File: config.mk
export PLATFORM = sky130hd
export DESIGN_NAME = chan_ctrl_regs
export DESIGN_NICKNAME = d
export VERILOG_FILES = /design/src/rtl/chan_regs_pkg.sv /design/src/rtl/chan_regs_alias.sv /design/src/rtl/chan_regs_shadow.sv /design/src/rtl/chan_regs_sysctl.sv /design/src/rtl/chan_ctrl_regs.sv
export SDC_FILE = /design/constraint.sdc
export NUM_CORES = 1
export LEC_CHECK = 0
export ABC_AREA = 1
export BUFFER_PORTS_ARGS = -buffer_cell sky130_fd_sc_hd__buf_2
export CAP_MARGIN = 40
export CELL_PAD_IN_SITES_DETAIL_PLACEMENT = 0
export CELL_PAD_IN_SITES_GLOBAL_PLACEMENT = 1
export CORE_ASPECT_RATIO = 1.25
export CORE_MARGIN = 2
export CORE_UTILIZATION = 47
export CTS_BUF_LIST = sky130_fd_sc_hd__clkbuf_4 sky130_fd_sc_hd__clkbuf_8 sky130_fd_sc_hd__clkbuf_16
export CTS_CLUSTER_DIAMETER = 200
export CTS_CLUSTER_SIZE = 14
export DETAILED_ROUTE_END_ITERATION = 8
export GPL_TIMING_DRIVEN = 0
export MAX_ROUTING_LAYER = met4
export PLACE_DENSITY = 0.9
export SYNTH_ARGS = -nofsm -noshare
export SYNTH_HDL_FRONTEND = slang
export SYNTH_SLANG_ARGS = --single-unit
File: constraint.sdc
create_clock -name clk -period 2.5 [get_ports clk]
set_input_delay 0.5 -clock clk [delete_from_list [all_inputs] [get_ports clk]]
set_output_delay 0.5 -clock clk [all_outputs]
set_load 0.005 [all_outputs]
File: src/rtl/chan_regs_pkg.sv
`timescale 1ns/1ps
package chan_regs_pkg;

  localparam int DATA_W  = 32;
  localparam int PITCH_W = 16;
  localparam int SYS_W   = 5;

  // system word bit positions
  localparam int BIT_RUN   = 0;
  localparam int BIT_SRST  = 1;
  localparam int BIT_RPT   = 2;
  localparam int BIT_SLD   = 3;
  localparam int BIT_SWSEL = 4;

  // register indices
  localparam int IDX_SYS    = 0;
  localparam int IDX_FRAME  = 1;
  localparam int NUM_SHADOW = 2;

  localparam logic [DATA_W-1:0] FRAME_MASK = 32'hFFFF_001F;

  typedef enum logic [1:0] {
    OP_WRITE = 2'd0,
    OP_SET   = 2'd1,
    OP_CLR   = 2'd2,
    OP_TOG   = 2'd3
  } alias_op_e;

  function automatic logic [DATA_W-1:0] shadow_mask(int slot);
    return (slot == 0) ? FRAME_MASK : {DATA_W{1'b1}};
  endfunction

endpackage

File: src/rtl/chan_regs_alias.sv
`timescale 1ns/1ps
module chan_regs_alias
  import chan_regs_pkg::*;
#(
  parameter int W = 32
) (
  input  alias_op_e      op,
  input  logic [W-1:0]   cur,
  input  logic [W-1:0]   wdata,
  input  logic [W-1:0]   mask,
  output logic [W-1:0]   nxt
);

  logic [W-1:0] raw;

  always_comb begin
    unique case (op)
      OP_WRITE: raw = wdata;
      OP_SET:   raw = cur | wdata;
      OP_CLR:   raw = cur & ~wdata;
      default:  raw = cur ^ wdata;
    endcase
    nxt = raw & mask;
  end

endmodule

File: src/rtl/chan_regs_shadow.sv
`timescale 1ns/1ps
module chan_regs_shadow
  import chan_regs_pkg::*;
#(
  parameter int          W    = 32,
  parameter logic [W-1:0] MASK = {W{1'b1}}
) (
  input  logic          clk,
  input  logic          rst_n,
  input  logic          wr_en,
  input  alias_op_e     op,
  input  logic [W-1:0]  wdata,
  input  logic          hold_clr,
  input  logic          load,
  output logic [W-1:0]  work_q,
  output logic [W-1:0]  act_q
);

  logic [W-1:0] alu_nxt;
  logic [W-1:0] work_d;
  logic [W-1:0] act_d;

  chan_regs_alias #(.W(W)) u_alu (
    .op    (op),
    .cur   (work_q),
    .wdata (wdata),
    .mask  (MASK),
    .nxt   (alu_nxt)
  );

  always_comb begin
    work_d = work_q;
    act_d  = act_q;
    if (hold_clr) begin
      work_d = '0;
      act_d  = '0;
    end else begin
      if (load)  act_d  = work_q;
      if (wr_en) work_d = alu_nxt;
    end
  end

  always_ff @(posedge clk or negedge rst_n) begin
    if (!rst_n) begin
      work_q <= '0;
      act_q  <= '0;
    end else begin
      work_q <= work_d;
      act_q  <= act_d;
    end
  end

  // active copy moves only on a load or a soft-reset hold
  a_r5_active_hold: assert property (@(posedge clk) disable iff (!rst_n)
    (!load && !hold_clr) |=> $stable(act_q));

  // a load takes the working value seen before any same-cycle write
  a_r9_load_old_value: assert property (@(posedge clk) disable iff (!rst_n)
    (load && !hold_clr) |=> (act_q == $past(work_q)));

endmodule

File: src/rtl/chan_regs_sysctl.sv
`timescale 1ns/1ps
module chan_regs_sysctl
  import chan_regs_pkg::*;
(
  input  logic             clk,
  input  logic             rst_n,
  input  logic             wr_en,
  input  alias_op_e        op,
  input  logic [SYS_W-1:0] wdata,
  input  logic             frame_start,
  output logic [SYS_W-1:0] sys_q,
  output logic             sw_trig_q,
  output logic             hw_load
);

  localparam logic [SYS_W-1:0] SYS_MASK = {SYS_W{1'b1}};
  localparam logic [SYS_W-1:0] SRST_ONLY = SYS_W'(1) << BIT_SRST;

  logic [SYS_W-1:0] after_fs;
  logic [SYS_W-1:0] alu_nxt;
  logic [SYS_W-1:0] sys_d;
  logic             trig_d;

  always_comb begin
    after_fs = sys_q;
    if (frame_start && !sys_q[BIT_SRST])
      after_fs[BIT_RUN] = sys_q[BIT_RUN] & sys_q[BIT_RPT];
  end

  chan_regs_alias #(.W(SYS_W)) u_alu (
    .op    (op),
    .cur   (after_fs),
    .wdata (wdata),
    .mask  (SYS_MASK),
    .nxt   (alu_nxt)
  );

  always_comb begin
    sys_d = wr_en ? alu_nxt : after_fs;
    if (sys_d[BIT_SRST]) sys_d = SRST_ONLY;
    trig_d = wr_en && sys_d[BIT_RUN] && sys_d[BIT_SLD] &&
             sys_d[BIT_SWSEL] && !sys_d[BIT_SRST];
    hw_load = frame_start && sys_q[BIT_SLD] && !sys_q[BIT_SWSEL] &&
              !sys_q[BIT_SRST];
  end

  always_ff @(posedge clk or negedge rst_n) begin
    if (!rst_n) begin
      sys_q     <= '0;
      sw_trig_q <= 1'b0;
    end else begin
      sys_q     <= sys_d;
      sw_trig_q <= trig_d;
    end
  end

  // without repeat, a frame start drops run unless software rewrites it
  a_r8_run_self_clear: assert property (@(posedge clk) disable iff (!rst_n)
    (frame_start && !wr_en && !sys_q[BIT_RPT]) |=> !sys_q[BIT_RUN]);

  // soft reset stays until software writes the system word
  a_r10_srst_sticky: assert property (@(posedge clk) disable iff (!rst_n)
    (sys_q[BIT_SRST] && !wr_en) |=> sys_q[BIT_SRST]);

  // nothing runs while soft reset is held
  a_r10_srst_no_run: assert property (@(posedge clk) disable iff (!rst_n)
    sys_q[BIT_SRST] |-> (!sys_q[BIT_RUN] && !sw_trig_q));

endmodule

File: src/rtl/chan_ctrl_regs.sv
`timescale 1ns/1ps
module chan_ctrl_regs
  import chan_regs_pkg::*;
#(
  parameter int ADDR_W = 8
) (
  input  logic                 clk,
  input  logic                 rst_n,
  input  logic                 req_valid,
  input  logic                 req_write,
  input  logic [ADDR_W-1:2]    req_addr,
  input  logic [DATA_W-1:0]    req_wdata,
  output logic [DATA_W-1:0]    rsp_rdata,
  input  logic                 frame_start,
  output logic                 run,
  output logic                 repeat_on,
  output logic                 soft_reset,
  output logic                 shadow_loaded,
  output logic [PITCH_W-1:0]   act_pitch,
  output logic [1:0]           act_rot,
  output logic                 act_rot_first,
  output logic                 act_vflip,
  output logic                 act_hflip,
  output logic [DATA_W-1:0]    act_base
);

  localparam int IDX_W = ADDR_W - 4;

  logic [IDX_W-1:0]  idx;
  alias_op_e         op;
  logic              wr_req;
  logic              rd_req;
  logic [SYS_W-1:0]  sys_q;
  logic              sw_trig_q;
  logic              hw_load;
  logic              load;
  logic              srst;
  logic [DATA_W-1:0] work_q [NUM_SHADOW];
  logic [DATA_W-1:0] act_q  [NUM_SHADOW];
  logic [DATA_W-1:0] rd_val;
  logic [DATA_W-1:0] rdata_d;
  logic              loaded_d;

  assign idx    = req_addr[ADDR_W-1:4];
  assign op     = alias_op_e'(req_addr[3:2]);
  assign wr_req = req_valid && req_write;
  assign rd_req = req_valid && !req_write;
  assign srst   = sys_q[BIT_SRST];
  assign load   = (sw_trig_q || hw_load) && !srst;

  chan_regs_sysctl u_sys (
    .clk         (clk),
    .rst_n       (rst_n),
    .wr_en       (wr_req && (int'(idx) == IDX_SYS)),
    .op          (op),
    .wdata       (req_wdata[SYS_W-1:0]),
    .frame_start (frame_start),
    .sys_q       (sys_q),
    .sw_trig_q   (sw_trig_q),
    .hw_load     (hw_load)
  );

  for (genvar g = 0; g < NUM_SHADOW; g++) begin : g_shadow
    localparam logic [DATA_W-1:0] SLOT_MASK = shadow_mask(g);
    chan_regs_shadow #(.W(DATA_W), .MASK(SLOT_MASK)) u_reg (
      .clk      (clk),
      .rst_n    (rst_n),
      .wr_en    (wr_req && !srst && (int'(idx) == IDX_FRAME + g)),
      .op       (op),
      .wdata    (req_wdata),
      .hold_clr (srst),
      .load     (load),
      .work_q   (work_q[g]),
      .act_q    (act_q[g])
    );
  end

  always_comb begin
    rd_val = '0;
    if (int'(idx) == IDX_SYS) rd_val = {{(DATA_W-SYS_W){1'b0}}, sys_q};
    for (int s = 0; s < NUM_SHADOW; s++) begin
      if (int'(idx) == IDX_FRAME + s) rd_val = work_q[s];
    end
    rdata_d  = rd_req ? rd_val : rsp_rdata;
    loaded_d = load;
  end

  always_ff @(posedge clk or negedge rst_n) begin
    if (!rst_n) begin
      rsp_rdata     <= '0;
      shadow_loaded <= 1'b0;
    end else begin
      rsp_rdata     <= rdata_d;
      shadow_loaded <= loaded_d;
    end
  end

  assign run           = sys_q[BIT_RUN];
  assign repeat_on     = sys_q[BIT_RPT];
  assign soft_reset    = srst;
  assign act_pitch     = act_q[0][31:16];
  assign act_rot_first = act_q[0][4];
  assign act_rot       = act_q[0][3:2];
  assign act_vflip     = act_q[0][1];
  assign act_hflip     = act_q[0][0];
  assign act_base      = act_q[1];

  // a software trigger is followed by the loaded pulse
  a_r6_sw_load_pulse: assert property (@(posedge clk) disable iff (!rst_n)
    sw_trig_q |=> shadow_loaded);

  // frame start under software select never loads
  a_r7_no_hw_load_swsel: assert property (@(posedge clk) disable iff (!rst_n)
    (frame_start && sys_q[BIT_SWSEL] && !sw_trig_q) |=> !shadow_loaded);

  // system word read data appears one cycle after the request
  a_r2_read_latency: assert property (@(posedge clk) disable iff (!rst_n)
    (rd_req && (int'(idx) == IDX_SYS)) |=>
      (rsp_rdata == {{(DATA_W-SYS_W){1'b0}}, $past(sys_q)}));

  // soft reset suppresses the loaded pulse
  a_r10_no_pulse_in_srst: assert property (@(posedge clk) disable iff (!rst_n)
    (srst && !sw_trig_q) |=> !shadow_loaded);

endmodule

# [Word level (Yosys, flattened, before mapping)]
# Index checks and enable logic that the tools add are counted.
[word_totals] regBits=167 latch_bits=0 mem_bits_rw=0 rom_bits=0 inputBits=43 output_inout_bits=89 wordCells=68 mem_count=0
[classes] add_sub_neg=0 n_mul=0 div_mod_pow=0 order_cmp=0 eq_ne=4 shift=0 n_mux=17 n_bitwise=12 reduce_logical=26
[op_table] op="$mux W32" count=10
[op_table] op="$pmux W32 S3" count=2
[op_table] op="$and A32 B32 Y32" count=2
[op_table] op="$or A32 B32 Y32" count=2
[op_table] op="$xor A32 B32 Y32" count=2
[op_table] op="$not A32 Y32" count=1
[op_table] op="$logic_and A1 B1 Y1" count=15
[op_table] op="$mux W5" count=3
[op_table] op="$pmux W5 S3" count=1
[op_table] op="$reduce_bool A2 Y1" count=4
[op_table] op="$and A5 B5 Y5" count=1
[op_table] op="$not A5 Y5" count=1
[op_table] op="$or A5 B5 Y5" count=1
[op_table] op="$xor A5 B5 Y5" count=1
[op_table] op="$eq A4 B2 Y1 const B" count=1
[op_table] op="$eq A4 B3 Y1 const B" count=1
[op_table] op="$logic_not A1 Y1" count=4
[op_table] op="$logic_not A4 Y1" count=1
[op_table] op="$eq A2 B1 Y1 const B" count=1
[op_table] op="$eq A2 B2 Y1 const B" count=1
[op_table] op="$logic_not A2 Y1" count=1
[op_table] op="$and A1 B1 Y1" count=1
[op_table] op="$logic_or A1 B1 Y1" count=1
[op_table] op="$mux W1" count=1

# [Longest topological paths before layout]
[logic_depth] ltp_word=11 mapped_depth=12 depth_no_buf=12

# [Modules after synthesis]
# From an unflattened synthesis, not the netlist that was laid out.
[hier_totals] hier_cells=1763 area_unflattened_um2=12478.2
[by_module_without_submodules] mod="chan_regs_alias (g_shadow[0].u_reg.u_alu ...)" instances=2 cells_per_inst=406 area_per_inst_um2=2368.5 seq_area_each_um2=0.0
[by_module_without_submodules] mod="chan_regs_shadow (g_shadow[0].u_reg)" instances=1 cells_per_inst=281 area_per_inst_um2=2522.4 seq_area_each_um2=1601.5
[by_module_without_submodules] mod="chan_regs_shadow (g_shadow[1].u_reg)" instances=1 cells_per_inst=280 area_per_inst_um2=2518.7 seq_area_each_um2=1601.5
[by_module_without_submodules] mod="chan_ctrl_regs" instances=1 cells_per_inst=283 area_per_inst_um2=1998.2 seq_area_each_um2=825.8
[by_module_without_submodules] mod="chan_regs_alias (u_sys.u_alu)" instances=1 cells_per_inst=64 area_per_inst_um2=374.1 seq_area_each_um2=0.0
[by_module_without_submodules] mod="chan_regs_sysctl" instances=1 cells_per_inst=43 area_per_inst_um2=327.8 seq_area_each_um2=150.1

# [Worst setup path before layout]
# No wires, ideal clock.
[synth_timing] kind="register to register" startpoint="register u_sys.sys_q[1]" endpoint="register u_sys.sys_q[0]" setup_ns=0.119 arrival_ns=1.518 required_ns=2.381 slack_ns=0.863 path_stages_with_launch=12 path_buffers=0 synth_period_minus_slack_ns=1.637 path_cell_list="dfrtp_1 inv_2 nand2_1 o21ai_1 inv_1 ha_1 inv_1 nor2_1 nor2_1 nand2_1 nand2_1 and2_1"
[synth_via] elab_chain_cells=7 elab_cells_between_ends=9 cone_classes="mux: 4; bitwise: 3; reduce/logical: 2"
[synth_rtl] element="start, declared" line="chan_regs_sysctl.sv:11" text="output logic [SYS_W-1:0] sys_q,"
[synth_rtl] element="start signal, assigned" line="chan_regs_sysctl.sv:52" text="sys_q <= sys_d;"
[synth_rtl] element="$logic_not A1 Y1" line="chan_regs_sysctl.sv:26" text="if (frame_start && !sys_q[BIT_SRST])"
[synth_rtl] element="$logic_and A1 B1 Y1" line="chan_regs_sysctl.sv:26"
[synth_rtl] element="$mux W1" line="chan_regs_sysctl.sv:26"
[synth_rtl] element="$xor A5 B5 Y5 (tied with other cells)" line="chan_regs_alias.sv:21" text="default: raw = cur ^ wdata;"
[synth_rtl] element="$pmux W5 S3" line="chan_regs_alias.sv:17" text="unique case (op)"
[synth_rtl] element="$mux W5 (*)" line="chan_regs_sysctl.sv:39" text="sys_d = wr_en ? alu_nxt : after_fs;"
[synth_rtl] element="$mux W5 (*)" line="chan_regs_sysctl.sv:40" text="if (sys_d[BIT_SRST]) sys_d = SRST_ONLY;"
[synth_rtl] element="named net u_sys.sys_d[0]" line="chan_regs_sysctl.sv:21" text="logic [SYS_W-1:0] sys_d;"
# The timed path passes the listed nets; every way through them passes the cells marked *. The select of a mux whose other input is x is not followed.
# A chain may end at the register's enable or synchronous reset.

# [Worst setup path after layout]
# Ends and elaborated chain as after synthesis.

==> impl_metrics.py <==
metrics = {
    "setup_path": {
        "setup.worst_path.end_class": "register",
        "cp_cell_sequence": "inv_2 > nand2_1 > o21ai_1 > inv_1 > ha_1 > inv_1 > nor2_1 > nor2_1 > nand2_1 > nand2_1 > and2_1",
        "worstSetupStartpointType": "register",
        "cp.arrival_ns": 2.22,
        "path_max_fanout": 8,
        "slowest_delay_ns": 0.53,
        "cpMostUsedCell": "nand2_1",
        "cp_top_family": "flip-flops",
        "slowest_stage": "dfrtp_1",
        "crit_type": "register to register",
        "worst_ep_required_time_ns": 2.82,
        "worst-path-buf-inv": 3,
    },
    "synthesis": {
        "yosysSeqAreaShare_pct": 41.9,
        "avgSynthCellArea_um2": 8.99,
        "synth_area_leader_cell": "dfrtp_1",
        "synth.area.top_cells": "dfrtp_1 42%, ha_1 17%, inv_1 6.8%, o211ai_1 5.8%, o22ai_1 5.8%",
        "yosysUniqueCellTypes": 33,
        "netlist_area_um2": 8660,
        "muxShareOfSynthArea_pct": 0,
        "synthAdderAreaFrac_pct": 16.8,
        "synth_top_family_by_area": "compound AO/OA/AOI/OAI gates",
        "synth_xor_area_share_pct": 0,
        "async_reset_ff_share_pct": 100,
        "synth-compound-area-share_pct": 20.5,
        "ys.flop_type": "dfrtp_1",
        "synthTopCellsByCount": "158 x inv_1, 145 x dfrtp_1, 116 x ha_1",
        "synthCells": 963,
        "ys_warn_count": 0,
        "synth_most_common_cell": "inv_1",
        "synth.top_cell.area_share_pct": 41.9,
        "ys_ff_latch": 145,
        "synth_edf_count": 0,
        "synth_nets": 1122,
        "synth_simple_gate_area_share_pct": 10.5,
    },
    "die": {
        "ios": 132,
        "die_y_um": 156,
        "die_area_um2": 19500,
        "start_util_pct": 47.8,
        "fp-row-count": 55,
        "die_w_um": 125,
        "coreArea_um2": 18100,
    },
    "clock_network": {
        "cts-buffers-inserted": 17,
        "cts_setup_buffers": 0,
        "hold_buffers": 0,
        "clkLatencyLatePin_ns": 0.43,
        "h-tree-depth": 4,
        "clock_sinks": 145,
        "clock_path_buffers": 2,
        "cts_resized": 0,
        "tritoncts": "yes",
        "clkSlewWorstSetupHoldPaths_ns": 0.06,
        "clk_root_buffer_cell": "clkbuf_16",
    },
    "sta": {
        "timing.final.max_slew_violations": 0,
        "relSlewSlack_pct": 58.0,
        "rsz0062_at_grt": "false",
        "hold_viol": 0,
        "fin_crit_sh_pct": 75.9,
        "setup_viol": 0,
        "clock.fmax_mhz": 527,
        "finalCriticalPeriod_ns": 1.90,
        "worst_pin_slew_ns": 0.630,
        "skew_ns": 0.00929,
    },
    "final_layout": {
        "nets": 1271,
        "areaGrowthSynthToFinish_pct": 18.5,
        "stdcell_count": 1353,
        "final_core_util_pct": 56.7,
        "antennaDiodeCount": 0,
        "fin_area_um2": 10300,
        "drive_above_1_share_pct": 20.8,
    },
    "job": {
        "max-cap-violations": 0,
    },
    "global_route": {
        "grt_pass1_wl_um": 39400,
        "overflow": 0,
        "grt_max_degree": 83,
        "antenna_found_initial": 0,
        "grt_pass1_vias": 7295,
        "grt_use_total_pct": 26.5,
    },
    "place": {
        "port_buffers": 129,
        "place_area_um2": 9620,
        "hpwl_um": 17400,
        "globalplace.congestion": 0.895,
        "dp_cells": 1321,
    },
    "routing": {
        "route.detailed.drc": 0,
        "wl_per_cell_um": 18.2,
        "vias": 7482,
        "dr.pass1.iters": 5,
        "routed_wl_um": 24600,
        "drt_iter0_markers": 671,
        "ant_nets": 0,
        "via_per_inst": 5.53,
    },
    "power_and_ir_drop": {
        "internal-power_mw": 4.25,
        "p_per_area_nw_per_um2": 571,
        "sw_frac_of_total_pct": 27.5,
        "power.leakage_nw": 5.00,
        "comb_power_share_pct": 11.6,
        "ir_drop_v": 0.000405,
        "clkPwrFrac_pct": 47.8,
        "switching_power_mw": 1.61,
        "finalPower_mw": 5.86,
        "seqPwrFrac_pct": 40.6,
    },
    "hold_path": {
        "hold_path.class": "input pin to async pin",
    },
    "run_status": {
        "outcome": "completed",
    },
}
[power groups by stage]
stage          registers (mW)  logic (mW)  clock network, mW
2_1_floorplan            2.42       0.378                  0
3_3_place_gp             2.43       0.655                  0
3_5_place_dp             2.42       0.675                  0
4_1_cts                  2.38       0.678               2.83
5_1_grt                  2.38       0.759               2.93
6_report                 2.38       0.680               2.80
[path summary, 6_finish.rpt]
kind	startpoint	end	slack (ns)	cells after the start
setup / recovery	u_sys.sys_q[1]	u_sys.sys_q[0]	0.60	11
hold / removal	rst_n	u_sys.sys_q[0]	0.07	1
setup reg to reg	u_sys.sys_q[1]	u_sys.sys_q[0]	0.60	11
hold reg to reg	rsp_rdata[24]	rsp_rdata[24]	0.47	2
max in group asynchronous	rst_n	g_shadow[1].u_reg.work_q[26]	1.59	2
min in group clk	frame_start	shadow_loaded	0.43	3
[sequential cells by signal, indices dropped and copies added, names as in the netlist]
register               count
u_sys.sys_q                5
g_shadow.u_reg.work_q     53
g_shadow.u_reg.act_q      53
rsp_rdata                 32
u_sys.sw_trig_q            1
shadow_loaded              1
[cell families after synthesis]
family                     Yosys count
and+or+nand+nor                    199
adders and majority gates          116
AOI/OAI and AO/OA                  285
buffers and inverters              218
DFF                                145
[placed cells by master, fill, tap and decap left out, types with 2 or more instances in the layout]
master | synthesis | routed
or2_1 | 2 | 2
o21ai_1 | 13 | 13
o22ai_1 | 80 | 80
bufinv_16 | 0 | 4
a21oi_1 | 6 | 6
nand2_2 | 3 | 3
inv_1 | 158 | 158
nand3_1 | 24 | 24
clkbuf_16 | 0 | 17
nand3_2 | 2 | 2
or2_2 | 17 | 17
buf_4 | 2 | 2
buf_6 | 4 | 5
nor2_4 | 3 | 3
o221ai_1 | 13 | 13
clkinvlp_4 | 0 | 2
dfrtp_1 | 145 | 145
inv_2 | 4 | 4
inv_6 | 0 | 4
nor2_1 | 31 | 31
o211ai_1 | 67 | 67
o21ai_0 | 93 | 93
clkinv_4 | 0 | 2
nand2_1 | 111 | 111
buf_2 | 30 | 158
clkbuf_1 | 18 | 18
ha_1 | 116 | 116
o31ai_1 | 11 | 11
[through the flow]
stage / setup TNS, ns / worst slack (ns) / hold WS, ns
floorplan: 0 / 0.863 / 0.204
global placement: -185.63 / -1.30 / 0.461
detailed placement: 0 / 0.462 / 0.461
CTS: 0 / 0.621 / 0.0872
global route: 0 / 0.441 / 0.122
finish: 0 / 0.602 / 0.0687
[area by class of cell]
| cell class | count | area, um2 |
|---|---|---|
| flip-flops and latches | 145 | 3630 |
| well taps | 228 | 285 |
| fillers | 1649 | 7840 |
| inverters | 162 | 608 |
| clock inverters | 14 | 204 |
| repair buffers | 130 | 679 |
| plain buffers | 56 | 287 |
| clock buffers | 18 | 433 |
| multi-input cells | 600 | 4140 |
[worst reg2reg max path, stage by stage, from the launching register on]
cell and delay, ns:
dfrtp_1 0.53, inv_2 0.23, nand2_1 0.07, o21ai_1 0.16, inv_1 0.08, ha_1 0.27, inv_1 0.03, nor2_1 0.09
nor2_1 0.05, nand2_1 0.06, nand2_1 0.06, and2_1 0.15
[metal layers]
metal | share of wire, % | vias up | wire length [um] | track usage, %
li1 | - | 3576 | - | -
met1 | 44 | 3643 | 10800 | 34.0
met2 | 49 | 230 | 12100 | 43.3
met3 | 4.6 | 33 | 1130 | 3.57
met4 | 2.6 | 0 | 643 | 9.58
met5 | 0 | - | 0 | -
(Power assumes the default switching activity.)
